`src/rtl/fmul_pkg.sv`:
```
package fmul_pkg;

  typedef enum logic [1:0] {
    ST_IDLE = 2'd0,
    ST_RUN  = 2'd1,
    ST_FIN  = 2'd2,
    ST_HOLD = 2'd3
  } fmul_state_e;

endpackage

```
`src/rtl/fmul_ctrl.sv`:
```
module fmul_ctrl #(
  parameter int W = 20
) (
  input  logic clk,
  input  logic rst_n,
  input  logic req_valid,
  input  logic rsp_ready,
  output logic req_ready,
  output logic load,
  output logic step,
  output logic finish,
  output logic rsp_valid
);
  import fmul_pkg::*;

  localparam int FW = W - 1;
  localparam int CW = $clog2(FW + 1);
  localparam logic [CW-1:0] LAST = CW'(FW - 1);

  fmul_state_e   state;
  logic [CW-1:0] cnt;

  always_ff @(posedge clk or negedge rst_n) begin
    if (!rst_n) begin
      state <= ST_IDLE;
      cnt   <= '0;
    end else begin
      unique case (state)
        ST_IDLE: if (req_valid) begin
          state <= ST_RUN;
          cnt   <= '0;
        end
        ST_RUN: begin
          cnt <= cnt + 1'b1;
          if (cnt == LAST) state <= ST_FIN;
        end
        ST_FIN:  state <= ST_HOLD;
        ST_HOLD: if (rsp_ready) state <= ST_IDLE;
        default: state <= ST_IDLE;
      endcase
    end
  end

  assign req_ready = (state == ST_IDLE);
  assign load      = (state == ST_IDLE) && req_valid;
  assign step      = (state == ST_RUN);
  assign finish    = (state == ST_FIN);
  assign rsp_valid = (state == ST_HOLD);

endmodule

```
`src/rtl/fmul_core.sv`:
```
module fmul_core #(
  parameter int W = 20
) (
  input  logic            clk,
  input  logic            rst_n,
  input  logic            load,
  input  logic            step,
  input  logic [W-1:0]    mcand_in,
  input  logic [W-1:0]    mplier_in,
  output logic [2*W-1:0]  prod
);
  localparam int PW = 2 * W;

  logic [PW-1:0] acc;
  logic [PW-1:0] mcand;
  logic [W-1:0]  mplier;

  always_ff @(posedge clk or negedge rst_n) begin
    if (!rst_n) begin
      acc    <= '0;
      mcand  <= '0;
      mplier <= '0;
    end else if (load) begin
      acc    <= '0;
      mcand  <= {{W{mcand_in[W-1]}}, mcand_in};
      mplier <= mplier_in;
    end else if (step) begin
      if (mplier[0]) acc <= acc + mcand;
      mcand  <= mcand << 1;
      mplier <= mplier >> 1;
    end
  end

  // After all fraction bits are consumed, mplier[0] is the sign bit and
  // mcand carries the multiplicand at the sign's negative weight.
  assign prod = mplier[0] ? (acc - mcand) : acc;

endmodule

```
`src/rtl/fmul_pack.sv`:
```
module fmul_pack #(
  parameter int W = 20
) (
  input  logic [2*W-1:0] prod,
  input  logic           round,
  output logic [W-1:0]   hi_o,
  output logic [W-1:0]   lo_o,
  output logic           ovf_o
);
  localparam int PW = 2 * W;
  localparam int FW = W - 1;
  localparam logic [PW-1:0] HALF = PW'(1) << (FW - 1);
  localparam logic [W-1:0]  MAXW = {1'b0, {FW{1'b1}}};

  logic [PW-1:0] q;
  logic          sat;

  always_comb begin
    q     = round ? (prod + HALF) : prod;
    sat   = (q[PW-1:PW-2] == 2'b01);
    ovf_o = sat;
    hi_o  = sat ? MAXW : q[2*FW:FW];
    if (round)    lo_o = '0;
    else if (sat) lo_o = MAXW;
    else          lo_o = {1'b0, q[FW-1:0]};
  end

endmodule

```
`src/rtl/fmul_frac.sv`:
```
module fmul_frac #(
  parameter int W = 20
) (
  input  logic         clk,
  input  logic         rst_n,
  input  logic         req_valid,
  output logic         req_ready,
  input  logic         req_round,
  input  logic [W-1:0] req_a,
  input  logic [W-1:0] req_b,
  output logic         rsp_valid,
  input  logic         rsp_ready,
  output logic [W-1:0] rsp_a,
  output logic [W-1:0] rsp_r,
  output logic         rsp_ovf
);
  localparam int PW = 2 * W;

  logic          load, step, finish;
  logic          mode_q;
  logic [PW-1:0] prod;
  logic [W-1:0]  hi_w, lo_w;
  logic          ovf_w;

  fmul_ctrl #(.W(W)) u_ctrl (
    .clk       (clk),
    .rst_n     (rst_n),
    .req_valid (req_valid),
    .rsp_ready (rsp_ready),
    .req_ready (req_ready),
    .load      (load),
    .step      (step),
    .finish    (finish),
    .rsp_valid (rsp_valid)
  );

  fmul_core #(.W(W)) u_core (
    .clk       (clk),
    .rst_n     (rst_n),
    .load      (load),
    .step      (step),
    .mcand_in  (req_a),
    .mplier_in (req_b),
    .prod      (prod)
  );

  fmul_pack #(.W(W)) u_pack (
    .prod  (prod),
    .round (mode_q),
    .hi_o  (hi_w),
    .lo_o  (lo_w),
    .ovf_o (ovf_w)
  );

  always_ff @(posedge clk or negedge rst_n) begin
    if (!rst_n) begin
      mode_q  <= 1'b0;
      rsp_a   <= '0;
      rsp_r   <= '0;
      rsp_ovf <= 1'b0;
    end else begin
      if (load) mode_q <= req_round;
      if (finish) begin
        rsp_a   <= hi_w;
        rsp_r   <= lo_w;
        rsp_ovf <= ovf_w;
      end
    end
  end

endmodule

```
`config.mk`:
```
export PLATFORM = sky130hd
export DESIGN_NAME = fmul_frac
export DESIGN_NICKNAME = d
export VERILOG_FILES = /design/src/rtl/fmul_pkg.sv /design/src/rtl/fmul_ctrl.sv /design/src/rtl/fmul_core.sv /design/src/rtl/fmul_pack.sv /design/src/rtl/fmul_frac.sv
export SDC_FILE = /design/constraint.sdc
export NUM_CORES = 1
export LEC_CHECK = 0
export ABC_AREA = 1
export BUFFER_PORTS_ARGS = -buffer_cell sky130_fd_sc_hd__buf_2
export CORE_UTILIZATION = 40
export CTS_BUF_LIST = sky130_fd_sc_hd__clkbuf_16
export CTS_CLUSTER_SIZE = 24
export DETAILED_ROUTE_END_ITERATION = 8
export GPL_ROUTABILITY_DRIVEN = 1
export HOLD_SLACK_MARGIN = 0.02
export PLACE_DENSITY = 0.59
export SYNTH_ARGS = -nofsm -noshare
export SYNTH_HDL_FRONTEND = slang
export SYNTH_SLANG_ARGS = --single-unit
```
`constraint.sdc`:
```
create_clock -name clk -period 3.5 [get_ports clk]
set_input_delay 0.35 -clock clk [delete_from_list [all_inputs] [get_ports clk]]
set_output_delay 0.35 -clock clk [all_outputs]
set_load 0.005 [all_outputs]
```
==> impl_metrics.py <==
metrics = {
    "finish": {
        "areaGrowthSynthToFinish_pct": 19.9,
        "diodes": 0,
        "final_layout_size_suffix_gt1_share_pct": 17.2,
        "nNetsFinal": 2411,
    },
    "detailed_routing": {
        "wire_per_inst_um": 18.5,
        "routed_wl_mm": 50.6,
        "via_per_inst": 5.20,
        "drt-initial-drc-count": 1191,
        "drc_errors": 0,
        "num_vias": 14205,
        "ant_nets": 0,
        "dr.pass1.iters": 5,
    },
    "synth": {
        "synth_area_leaders": "dfrtp_1 28%, nand2_1 16%, inv_1 9.8%, ha_1 8.0%, o21ai_0 6.9%",
        "netlist.area_leader.share_pct": 28.0,
        "synth_warnings": 0,
        "synthMostInstantiatedCell": "nand2_1",
        "synth.ff_latch_count": 148,
        "syn_area_um2": 13200,
        "synth_common_cells": "565 x nand2_1, 346 x inv_1, 221 x nor2_1",
        "synth_edf_count": 0,
        "syn_area_per_cell_um2": 6.23,
        "async_flop_share_pct": 100,
        "ys_types": 46,
        "yosysTopAreaCell": "dfrtp_1",
        "synthCells": 2126,
        "yosys_most_used_dff": "dfrtp_1",
        "seq_area_frac_synth_pct": 28.0,
        "synth_nets": 2258,
    },
    "sta": {
        "worst_slew_pin_slew_ps": 828,
        "finalMaxSlewViolations": 0,
        "relSlewSlack_pct": 44.7,
        "timing.fmax_ghz": 0.303,
        "setup_viol": 0,
        "hold_viol": 0,
        "hold_ws_ps": 118,
        "period_needed_ps": 3300,
        "setup_slack_ps": 201,
        "fin_skew_ps": 20.6,
        "min_period_over_period_pct": 94.2,
        "rsz0062_at_grt": "yes",
    },
    "grt": {
        "grt_pass1_vias": 13487,
        "overflow": 0,
        "grt_max_degree": 80,
        "grt_antenna_before_repair": 0,
        "grt_use_total_pct": 30.4,
        "grt_pass1_wl_mm": 76.6,
    },
    "cts": {
        "clkLatencyLatePin_ps": 460,
        "cts_root_buffer": "clkbuf_16",
        "cts_buffers": 17,
        "htree_levels": 4,
        "clk_pin_slew_ps": 70,
        "cts_tree": "built",
        "clkSinkCount": 148,
        "clockBufferDepth": 2,
    },
    "floorplan": {
        "core_area_um2": 32500,
        "placementRows": 66,
        "io_pins": 88,
        "die_w_um": 184,
        "initial_core_util_pct": 40.7,
        "fp.dieH_um": 184,
        "die-area_um2": 33800,
    },
    "placement": {
        "gp_congestion": 1.00,
        "dp_hpwl_mm": 40.5,
        "portBuffers": 86,
        "place_ws_ps": 22.7,
    },
    "worst_setup_path": {
        "path_cells": "ha_1 -> nand2_2 -> nor2_2 -> nand2_1 -> nor2_2 -> nand2_1 -> nand3_1 -> nand2_1 -> nand3_2 -> nand2_2 -> nor2_2 -> nand2_2 -> nor2_1 -> buf_4 -> nand3b_1 -> xor2_1 -> nor2_1 -> a21oi_1",
        "start_kind": "flip-flop",
        "cp.required_ps": 3870,
        "critPathCaptureType": "flip-flop",
        "crit_path_max_fanout": 7,
        "cpLargestDelayFamily": "simple AND/OR/NAND/NOR gates",
        "slowest_stage": "ha_1",
        "crit_buf_inv": 1,
        "worstSetupPathType": "reg2reg",
        "slowest_delay_ps": 480,
        "worstPathArrival_ps": 3670,
    },
    "run": {
        "drv_cap": 0,
    },
    "pwr": {
        "pwr-share-seq_pct": 16.4,
        "combPwrFrac_pct": 73.7,
        "peakVddDrop_mv": 0.590,
        "p_clk_share_pct": 9.9,
        "p_int_mw": 8.40,
        "powerDensity_nw_per_um2": 1190,
        "swShare_pct": 55.6,
        "power.leakage_nw": 8.21,
        "p_switching_mw": 10.5,
    },
    "outcome": {
        "status": "finished clean",
    },
    "worst_hold_path": {
        "hold_class": "in2reg",
    },
}
worst reg2reg max path: stages (launching register included):
cell and delay [ps]:
dfrtp_1 420, ha_1 480, nand2_2 130, nor2_2 170, nand2_1 120, nor2_2 190, nand2_1 90, nand3_1 90
nand2_1 60, nand3_2 70, nand2_2 130, nor2_2 140, nand2_2 90, nor2_1 120, buf_4 140, nand3b_1 160
xor2_1 350, nor2_1 80, a21oi_1 160
cells by family after synthesis:
family | count (synthesis) | share of synthesized area (%)
and+or+nand+nor | 1017 | 32.3
xor gates and xnor gates | 21 | 1.39
other | 1 | 0.0283
AOI/OAI and AO/OA | 425 | 17.3
DFF | 148 | 28.0
adders and majority gates | 87 | 8.34
buffers and inverters | 427 | 12.7
metrics by stage:
stage	std cells	utilization, %	power (mW)	instance area [µm²]	TNS [ps]
CTS	2727	47.3	18.0	15400	0
global route	2734	48.8	20.5	15900	-9.23
global placement	2694	45.5	15.9	14800	0
finish	2734	48.8	18.9	15900	0
floorplan	2126	-	11.2	13200	0
detailed placement	2694	45.5	16.0	14800	0
power groups by stage:
stage	sequential (mW)	clock, mW	combinational [mW]
after CTS	3.06	1.90	13.0
after global placement	3.06	0	12.9
after global routing	3.18	1.95	15.3
after floorplan	3.00	0	8.18
after detailed placement	3.08	0	12.9
final	3.09	1.87	13.9
registers in the layout, summed over array words and instances, names as in the netlist:
name	cells
mode_q	1
u_ctrl.state	2
u_ctrl.cnt	5
rsp_ovf	1
u_core.mcand	40
rsp_a	20
rsp_r	19
u_core.acc	40
u_core.mplier	20
layout make-up:
class	instances	area (µm²)
timing repair buffer	209	1430
sequential	148	3700
clock buffer	17	425
fill	3554	16700
multi-input combinational	1551	8300
tap	442	553
inverter	352	1320
clock inverter	15	141
layer usage:
layer	part of all wire (%)	global-route usage, %	up-vias
met2	42	45.9	499
li1	-	-	7040
met5	0	0	-
met3	7.0	4.85	60
met1	49	44.2	6606
met4	2.0	8.87	0
worst paths after layout:
check / start / endpoint / slack (ps) / cells past startpoint
worst max-delay path: u_core.acc[19]$_DFFE_PN0P_ / rsp_a[14]$_DFFE_PN0P_ / 200 / 18
worst min-delay path: req_b[19] / u_core.mplier[19]$_DFFE_PN0P_ / 120 / 3
worst max register to register: u_core.acc[19]$_DFFE_PN0P_ / rsp_a[14]$_DFFE_PN0P_ / 200 / 18
worst min register to register: rsp_r[0]$_DFFE_PN0P_ / rsp_r[0]$_DFFE_PN0P_ / 470 / 2
max in group asynchronous: rst_n / u_core.mcand[1]$_DFFE_PN0P_ / 2190 / 3
min in group asynchronous: rst_n / u_core.acc[33]$_DFFE_PN0P_ / 420 / 2
layout by cell type (no fill, tap or decap), drive strengths merged, types with 4 or more instances in the layout:
cell and count:
buf 208, o21ai 206, ha 85, nor3 15, o21bai 11, nor2 263
clkinvlp 5, a21oi 153, dfrtp 148, nand2 585, a31oi 4, nand3 117
inv 352, o211ai 24, clkinv 8, or2 9, xor2 17, nand4 19
a32o 5, o22ai 11, clkbuf 17, xnor2 4
timing repair:
| action | in CTS | in global routing |
|---|---|---|
| gates resized for setup | 1 | 106 |
| pin swaps | 0 | 8 |
| buffers inserted | 0 | 7 |
| hold buffers | 1 | 0 |
| endpoints found under the setup margin | 1 | 41 |
| endpoints found under the hold margin | 51 | 0 |
Note: power is estimated with default switching activity, not from simulation.
